[src/rtl/cap_pkg.sv]
package cap_pkg;

    localparam int SAMPLE_W  = 10;
    localparam int WORD_W    = 64;
    localparam int NUM_FLAGS = 3;
    localparam int FLAG_EOL  = 0;
    localparam int FLAG_EOF  = 1;
    localparam int FLAG_OVF  = 2;

    typedef enum logic [1:0] {
        WM_8   = 2'd0,
        WM_9   = 2'd1,
        WM_10  = 2'd2,
        WM_10B = 2'd3
    } wmode_e;

    typedef enum logic [2:0] {
        ST_IDLE,
        ST_SKIP,
        ST_WAIT_LINE,
        ST_ACTIVE,
        ST_DISCARD,
        ST_FRAME_DONE
    } cap_state_e;

endpackage

[src/rtl/cap_frame_fsm.sv]
module cap_frame_fsm
    import cap_pkg::*;
#(
    parameter int DIM_W = 12
) (
    input  logic             clk,
    input  logic             rst_n,
    input  logic             frame_valid,
    input  logic             line_valid,
    input  logic             cfg_capture_en,
    input  logic [1:0]       cfg_width,
    input  logic [DIM_W-1:0] cfg_hsize,
    input  logic [DIM_W-1:0] cfg_vsize,
    output logic             accept,
    output logic             line_end,
    output logic             frame_end,
    output wmode_e           width_q
);

    cap_state_e       state, nxt;
    logic             frame_q;
    logic             start;
    logic [DIM_W-1:0] pix_cnt, line_cnt;
    logic [DIM_W-1:0] hsize_q, vsize_q;
    logic [DIM_W-1:0] pix_inc, line_inc;
    logic             hit_w, hit_h, frame_rise;

    assign frame_rise = frame_valid && !frame_q;
    assign pix_inc    = pix_cnt + DIM_W'(1);
    assign line_inc   = line_cnt + DIM_W'(1);
    assign hit_w      = (pix_inc == hsize_q);
    assign hit_h      = (line_inc == vsize_q);

    // state register
    always_ff @(posedge clk or negedge rst_n) begin
        if (!rst_n) begin
            state   <= ST_IDLE;
            frame_q <= 1'b0;
        end else begin
            state   <= nxt;
            frame_q <= frame_valid;
        end
    end

    // next state and event outputs
    always_comb begin
        nxt       = state;
        accept    = 1'b0;
        line_end  = 1'b0;
        frame_end = 1'b0;
        start     = 1'b0;
        unique case (state)
            ST_IDLE: begin
                if (frame_rise) begin
                    start = 1'b1;
                    nxt   = cfg_capture_en ? ST_WAIT_LINE : ST_SKIP;
                end
            end
            ST_SKIP: begin
                if (!frame_valid) nxt = ST_IDLE;
            end
            ST_WAIT_LINE: begin
                if (!frame_valid) begin
                    frame_end = 1'b1;
                    nxt       = ST_IDLE;
                end else if (line_valid) begin
                    accept = 1'b1;
                    if (hit_w) begin
                        line_end = 1'b1;
                        if (hit_h) begin
                            frame_end = 1'b1;
                            nxt       = ST_FRAME_DONE;
                        end else begin
                            nxt = ST_DISCARD;
                        end
                    end else begin
                        nxt = ST_ACTIVE;
                    end
                end
            end
            ST_ACTIVE: begin
                if (!frame_valid) begin
                    line_end  = 1'b1;
                    frame_end = 1'b1;
                    nxt       = ST_IDLE;
                end else if (!line_valid) begin
                    line_end = 1'b1;
                    if (hit_h) begin
                        frame_end = 1'b1;
                        nxt       = ST_FRAME_DONE;
                    end else begin
                        nxt = ST_WAIT_LINE;
                    end
                end else begin
                    accept = 1'b1;
                    if (hit_w) begin
                        line_end = 1'b1;
                        if (hit_h) begin
                            frame_end = 1'b1;
                            nxt       = ST_FRAME_DONE;
                        end else begin
                            nxt = ST_DISCARD;
                        end
                    end
                end
            end
            ST_DISCARD: begin
                if (!frame_valid) begin
                    frame_end = 1'b1;
                    nxt       = ST_IDLE;
                end else if (!line_valid) begin
                    nxt = ST_WAIT_LINE;
                end
            end
            ST_FRAME_DONE: begin
                if (!frame_valid) nxt = ST_IDLE;
            end
            default: nxt = ST_IDLE;
        endcase
    end

    // counters and per-frame configuration
    always_ff @(posedge clk or negedge rst_n) begin
        if (!rst_n) begin
            pix_cnt  <= '0;
            line_cnt <= '0;
            hsize_q  <= '0;
            vsize_q  <= '0;
            width_q  <= WM_8;
        end else if (start) begin
            pix_cnt  <= '0;
            line_cnt <= '0;
            hsize_q  <= cfg_hsize;
            vsize_q  <= cfg_vsize;
            width_q  <= wmode_e'(cfg_width);
        end else if (line_end) begin
            pix_cnt  <= '0;
            line_cnt <= line_inc;
        end else if (accept) begin
            pix_cnt  <= pix_inc;
        end
    end

endmodule

[src/rtl/cap_word_packer.sv]
module cap_word_packer
    import cap_pkg::*;
(
    input  logic                clk,
    input  logic                rst_n,
    input  logic                accept,
    input  logic                line_end,
    input  wmode_e              width,
    input  logic [SAMPLE_W-1:0] sample,
    output logic                push,
    output logic [WORD_W-1:0]   push_word
);

    logic [WORD_W-1:0] buf_q;
    logic [WORD_W-1:0] shifted, merged;
    logic [2:0]        slot_q, last_slot;
    logic [5:0]        shamt;
    logic [15:0]       ext;
    logic              wide;

    assign wide      = (width != WM_8);
    assign last_slot = wide ? 3'd3 : 3'd7;
    assign shamt     = wide ? {slot_q[1:0], 4'b0000} : {slot_q, 3'b000};

    always_comb begin
        unique case (width)
            WM_8:    ext = {8'b0, sample[7:0]};
            WM_9:    ext = {7'b0, sample[8:0]};
            default: ext = {6'b0, sample[9:0]};
        endcase
    end

    assign shifted   = {{(WORD_W-16){1'b0}}, ext} << shamt;
    assign merged    = accept ? (buf_q | shifted) : buf_q;
    assign push      = (accept && (slot_q == last_slot)) ||
                       (line_end && (accept || (slot_q != 3'd0)));
    assign push_word = merged;

    always_ff @(posedge clk or negedge rst_n) begin
        if (!rst_n) begin
            buf_q  <= '0;
            slot_q <= '0;
        end else if (push) begin
            buf_q  <= '0;
            slot_q <= '0;
        end else if (accept) begin
            buf_q  <= merged;
            slot_q <= slot_q + 3'd1;
        end
    end

endmodule

[src/rtl/cap_sync_fifo.sv]
module cap_sync_fifo #(
    parameter int WIDTH = 64,
    parameter int DEPTH = 16
) (
    input  logic             clk,
    input  logic             rst_n,
    input  logic             push,
    input  logic [WIDTH-1:0] push_data,
    input  logic             rd_ready,
    output logic             rd_valid,
    output logic [WIDTH-1:0] rd_data,
    output logic             full,
    output logic             drop
);

    localparam int AW = $clog2(DEPTH);
    localparam int CW = AW + 1;

    logic [WIDTH-1:0] mem [DEPTH];
    logic [AW-1:0]    wr_ptr, rd_ptr;
    logic [CW-1:0]    count;
    logic             pop, wr_ok;

    assign rd_valid = (count != '0);
    assign full     = (count == CW'(DEPTH));
    assign pop      = rd_valid && rd_ready;
    assign wr_ok    = push && (!full || pop);
    assign drop     = push && full && !pop;
    assign rd_data  = mem[rd_ptr];

    always_ff @(posedge clk) begin
        if (wr_ok) mem[wr_ptr] <= push_data;
    end

    always_ff @(posedge clk or negedge rst_n) begin
        if (!rst_n) begin
            wr_ptr <= '0;
            rd_ptr <= '0;
            count  <= '0;
        end else begin
            if (wr_ok) wr_ptr <= (wr_ptr == AW'(DEPTH-1)) ? '0 : wr_ptr + AW'(1);
            if (pop)   rd_ptr <= (rd_ptr == AW'(DEPTH-1)) ? '0 : rd_ptr + AW'(1);
            count <= count + CW'(wr_ok) - CW'(pop);
        end
    end

endmodule

[src/rtl/cap_irq_flags.sv]
module cap_irq_flags #(
    parameter int N = 3
) (
    input  logic         clk,
    input  logic         rst_n,
    input  logic [N-1:0] set_ev,
    input  logic [N-1:0] clr,
    input  logic [N-1:0] mask,
    output logic [N-1:0] flags,
    output logic         irq
);

    for (genvar i = 0; i < N; i++) begin : g_flag
        always_ff @(posedge clk or negedge rst_n) begin
            if (!rst_n)         flags[i] <= 1'b0;
            else if (set_ev[i]) flags[i] <= 1'b1;
            else if (clr[i])    flags[i] <= 1'b0;
        end
    end

    assign irq = |(flags & mask);

endmodule

[src/rtl/cam_capture_front.sv]
module cam_capture_front
    import cap_pkg::*;
#(
    parameter int  MAX_DIM    = 2048,
    parameter int  FIFO_DEPTH = 16,
    localparam int DIM_W      = $clog2(MAX_DIM + 1)
) (
    input  logic                 clk,
    input  logic                 rst_n,
    input  logic [SAMPLE_W-1:0]  pix_data,
    input  logic                 line_valid,
    input  logic                 frame_valid,
    input  logic [1:0]           cfg_width,
    input  logic [DIM_W-1:0]     cfg_hsize,
    input  logic [DIM_W-1:0]     cfg_vsize,
    input  logic                 cfg_capture_en,
    output logic [WORD_W-1:0]    rd_data,
    output logic                 rd_valid,
    input  logic                 rd_ready,
    input  logic [NUM_FLAGS-1:0] flag_clear,
    input  logic [NUM_FLAGS-1:0] irq_mask,
    output logic [NUM_FLAGS-1:0] flags,
    output logic                 irq
);

    logic                 accept, line_end, frame_end;
    wmode_e               width_q;
    logic                 push, fifo_full, ovf_ev;
    logic [WORD_W-1:0]    push_word;
    logic [NUM_FLAGS-1:0] flag_set;

    cap_frame_fsm #(.DIM_W(DIM_W)) u_fsm (
        .clk            (clk),
        .rst_n          (rst_n),
        .frame_valid    (frame_valid),
        .line_valid     (line_valid),
        .cfg_capture_en (cfg_capture_en),
        .cfg_width      (cfg_width),
        .cfg_hsize      (cfg_hsize),
        .cfg_vsize      (cfg_vsize),
        .accept         (accept),
        .line_end       (line_end),
        .frame_end      (frame_end),
        .width_q        (width_q)
    );

    cap_word_packer u_pack (
        .clk       (clk),
        .rst_n     (rst_n),
        .accept    (accept),
        .line_end  (line_end),
        .width     (width_q),
        .sample    (pix_data),
        .push      (push),
        .push_word (push_word)
    );

    cap_sync_fifo #(.WIDTH(WORD_W), .DEPTH(FIFO_DEPTH)) u_fifo (
        .clk       (clk),
        .rst_n     (rst_n),
        .push      (push),
        .push_data (push_word),
        .rd_ready  (rd_ready),
        .rd_valid  (rd_valid),
        .rd_data   (rd_data),
        .full      (fifo_full),
        .drop      (ovf_ev)
    );

    always_comb begin
        flag_set           = '0;
        flag_set[FLAG_EOL] = line_end;
        flag_set[FLAG_EOF] = frame_end;
        flag_set[FLAG_OVF] = ovf_ev;
    end

    cap_irq_flags #(.N(NUM_FLAGS)) u_flags (
        .clk    (clk),
        .rst_n  (rst_n),
        .set_ev (flag_set),
        .clr    (flag_clear),
        .mask   (irq_mask),
        .flags  (flags),
        .irq    (irq)
    );

endmodule

[config.mk]
export PLATFORM = sky130hd
export DESIGN_NAME = cam_capture_front
export DESIGN_NICKNAME = d
export VERILOG_FILES = /design/src/rtl/cap_pkg.sv /design/src/rtl/cap_frame_fsm.sv /design/src/rtl/cap_word_packer.sv /design/src/rtl/cap_sync_fifo.sv /design/src/rtl/cap_irq_flags.sv /design/src/rtl/cam_capture_front.sv
export SDC_FILE = /design/constraint.sdc
export NUM_CORES = 1
export LEC_CHECK = 0
export CORE_UTILIZATION = 40
export CTS_CLUSTER_SIZE = 16
export DETAILED_ROUTE_END_ITERATION = 6
export DONT_BUFFER_PORTS = 1
export HOLD_SLACK_MARGIN = 0.12
export REMOVE_ABC_BUFFERS = 1
export SLEW_MARGIN = 20
export SYNTH_ARGS = -nofsm -noshare
export SYNTH_HDL_FRONTEND = slang
export SYNTH_SLANG_ARGS = --single-unit
[constraint.sdc]
create_clock -name clk -period 4.8 [get_ports clk]
set_input_delay 0 -clock clk [delete_from_list [all_inputs] [get_ports clk]]
set_output_delay 0 -clock clk [all_outputs]
set_load 0.1 [all_outputs]
==> flow_summary.yaml <==
placement:
  placement.io_buffers: 0
  place.gp.congestion: 0.8126
  post-place-ws_ns: 0.6200
  dp_hpwl_mm: 64.79
  placedCellCount: 4111
die:
  initial_utilization_pct: 40.34
  floorplan.io_pins: 117
  fp.coreArea_um2: 114300
  die_x_um: 341.6
  floorplan.die_area_um2: 116700
  floorplan.rows: 124
  die_y_um: 341.6
timing:
  final_worst_path_period_need_ns: 4.260
  setup_repair_after_global_routing_missed_its_margin: "false"
  timing_hold_violations_final: 0
  post-route-period-util_pct: 88.75
  final_critical_path_setup_slack_ns: 0.5400
  finalHoldWorstSlack_ns: 0.1212
  setup_viol: 0
  worst_slew_pin_slew_ns: 1.185
  fmax_ghz: 0.2347
  report.final.slew_viol_count: 0
  finalClockSkew_ns: 0.04023
  max-slew-margin-rel_pct: 20.71
critical_path:
  timing.critical_path.from_type: "flip-flop"
  worst_ep_required_time_ns: 5.19
  cp-end-kind: "flip-flop"
  worst-path-max-fanout: 30
  arrival_ns: 4.65
  path_class: "flip-flop to flip-flop"
cells_and_area:
  seqCellArea_um2: 34190
  mostFrequentLayoutCell: "sky130_fd_sc_hd__edfxtp_1"
  layout_common_cells: "1,024 x sky130_fd_sc_hd__edfxtp_1, 204 x sky130_fd_sc_hd__mux2i_1, 188 x sky130_fd_sc_hd__nand2_1"
  area_growth_pct: 15.35
  post-route-util_pct: 46.53
  drive_gt1_share_pct: 17.27
  nFillCells: 9562
  multi_input_comb_area_um2: 11390
  final_nets: 2862
  fin_cells: 4410
synth:
  syn-mean-instance-area_um2: 17.30
  synth-main-ff-cell: "sky130_fd_sc_hd__edfxtp_1"
  synth_async_sr_flop_share_pct: 11.80
  synthCells: 2666
  ys_ff_latch: 1161
  number_of_flops_mapped_to_enable_cells_by_yosys: 1024
  synthesis.area_um2: 46130
  yosysWarnings: 0
  synth_sequential_area_ratio_pct: 74.10
  synth.distinct_cells: 69
drt:
  number_of_drc_markers_after_the_initial_detailed_route_iteration: 2438
  drc: 0
  ant_nets: 0
  first_pass_iters: 5
  drt-wirelength-per-cell_um: 26.21
  routed_via_density: 5.627
  routed-via-count: 24820
  final_routed_wirelength_across_all_metal_layers_mm: 115.6
run_status:
  status: "completed"
cts:
  cts_buffer_depth: 3
  clock_tree_from_tritoncts: "done"
  ctsHtreeMaxLevel: 3
  cts_inserted_buffers: 116
  cts.reportedPaths.clkPinSlew_ns: 0.06
  clock_latency_late_sink_ns: 0.71
  clock_sinks: 1161
  ctsRootBufferMaster: "sky130_fd_sc_hd__clkbuf_16"
grt:
  grt_first_pass_wirelength_mm: 170.8
  grt_overflow: 0
  grt_util_all_layers_pct: 19.87
  grt_max_degree: 130
  grt_antenna_before_repair: 8
  via_count_of_the_first_global_routing_pass: 25500
run:
  max_cap_viol_count: 0
pwr:
  vdd_ir_drop_max_v: 0.0007113
  pwr_density_cell_nw_per_um2: 626.7
  leakage_uw: 0.01883
  fin_total_pwr_uw: 33340
min_path:
  hp-class: "input port to flip-flop"
power breakdown:
part | internal (µW) | total (µW) | switching, µW | leakage [µW]
Combinational | 2880 | 11600 | 8680 | 0.00569
Clock | 5270 | 9070 | 3800 | 0.00188
Sequential | 12000 | 12700 | 664 | 0.0113
Total | 20200 | 33300 | 13100 | 0.0188
registers in the layout, summed over array words and instances (netlist names):
signal          count
u_fsm.width_q       2
u_fsm.vsize_q      12
u_flags.flags       3
u_fsm.state         3
u_pack.buf_q       64
u_fifo.mem       1024
u_fsm.pix_cnt      12
u_fsm.line_cnt     12
u_fifo.count        5
u_fsm.frame_q       1
u_fifo.rd_ptr       4
u_fifo.wr_ptr       4
u_pack.slot_q       3
u_fsm.hsize_q      12
synthesized netlist by cell type, drive strengths merged, types with 2 or more instances:
| library cell | instances | area share [%] |
|---|---|---|
| a21o | 63 | 1.0 |
| o31a | 2 | 0.038 |
| and2 | 11 | 0.15 |
| o31ai | 2 | 0.033 |
| nor2 | 44 | 0.36 |
| or3b | 2 | 0.038 |
| nor2b | 29 | 0.39 |
| mux2i | 204 | 4.4 |
| a21boi | 5 | 0.081 |
| o21bai | 4 | 0.065 |
| xor2 | 17 | 0.32 |
| a311oi | 2 | 0.038 |
| nand2 | 190 | 1.6 |
| nand4 | 7 | 0.11 |
| clkbuf | 111 | 0.90 |
| dfrtp | 137 | 7.4 |
| a211o | 3 | 0.057 |
| mux2 | 66 | 1.6 |
| buf | 41 | 0.37 |
| a211oi | 3 | 0.076 |
| a21oi | 85 | 0.93 |
| nor3 | 9 | 0.098 |
| and3 | 57 | 0.77 |
| nand3b | 2 | 0.033 |
| or4 | 4 | 0.065 |
| nand3 | 22 | 0.26 |
| nor4 | 5 | 0.068 |
| a221oi | 64 | 1.2 |
| edfxtp | 1024 | 67 |
| a31oi | 5 | 0.068 |
| mux4 | 128 | 6.2 |
| inv | 24 | 0.20 |
| nor3b | 4 | 0.065 |
| o211ai | 5 | 0.081 |
| or2 | 4 | 0.054 |
| ha | 15 | 0.41 |
| o21ai | 143 | 1.6 |
| xnor2 | 28 | 0.53 |
| a22oi | 66 | 1.1 |
| nand2b | 10 | 0.14 |
path summary, 6_finish.rpt:
| check | slack (ns) | cells past startpoint | end | start |
|---|---|---|---|---|
| hold reg to reg | 0.50 | 2 | u_fsm.hsize_q[10]$_DFFE_PN0P_ | u_fsm.hsize_q[10]$_DFFE_PN0P_ |
| max in group asynchronous | 3.46 | 4 | u_fifo.rd_ptr[1]$_DFFE_PN0P_ | rst_n |
| setup reg to reg | 0.54 | 8 | u_fifo.mem[5][51]$_DFFE_PP_ | u_fsm.pix_cnt[3]$_DFFE_PN0P_ |
| hold / removal | 0.12 | 2 | u_fifo.mem[9][40]$_DFFE_PP_ | pix_data[0] |
| min in group asynchronous | 0.37 | 3 | u_pack.buf_q[14]$_DFFE_PN0P_ | rst_n |
| setup / recovery | 0.54 | 8 | u_fifo.mem[5][51]$_DFFE_PP_ | u_fsm.pix_cnt[3]$_DFFE_PN0P_ |
cell families (layout without fill, tap and decap cells):
kind of cell,count (synthesis),after routing,share of synthesized area [%]
buffers and inverters,176,406,1.470
AND/OR/NAND/NOR,406,406,4.264
AO/OA/AOI/OAI,464,464,6.575
XOR/XNOR,45,45,0.8545
other,0,2,0
multiplexers,398,398,12.29
adder cells (fa/ha/maj),16,16,0.4503
flip-flops,1161,1161,74.10
per-layer routing:
metal | track usage [%] | wire length (µm) | share of wire, %
met5 | 0 | 37 | 0.032
met4 | 5.278 | 2266 | 2.0
met1 | 27.58 | 49620 | 43
met3 | 3.517 | 7484 | 6.5
met2 | 32.31 | 56170 | 49
per-stage QoR:
stage,TNS (ns),cell area (µm²)
2_1_floorplan,-670.98,45540
3_3_place_gp,0,48500
3_5_place_dp,0,48510
4_1_cts,0,53190
5_1_grt,0,53200
6_report,0,53200
layout make-up:
type | count | area share [%]
multi-input combinational | 1329 | 21.40
tap | 1512 | 3.556
clock inverter | 65 | 1.211
sequential | 1161 | 64.26
inverter | 24 | 0.1693
timing repair buffer | 166 | 3.401
antenna | 2 | 0.009407
clock buffer | 151 | 5.990
critical path, stage by stage, from the launching register on:
cell and delay (ns):
sky130_fd_sc_hd__dfrtp_1 0.53, sky130_fd_sc_hd__nand4_2 0.22, sky130_fd_sc_hd__or2_1 0.31, sky130_fd_sc_hd__or4_1 0.52
sky130_fd_sc_hd__a22oi_2 0.35, sky130_fd_sc_hd__nand3_2 0.25, sky130_fd_sc_hd__a21oi_2 0.64, sky130_fd_sc_hd__and3_4 0.76
sky130_fd_sc_hd__buf_4 0.31
repair_timing:
item / CTS / global route
hold endpoints to repair: 1228 / 0
setup buffers: 0 / 0
hold buffers: 81 / 0
gates resized for setup: 0 / 0
No activity file was read; power rests on OpenSTA's default activity.
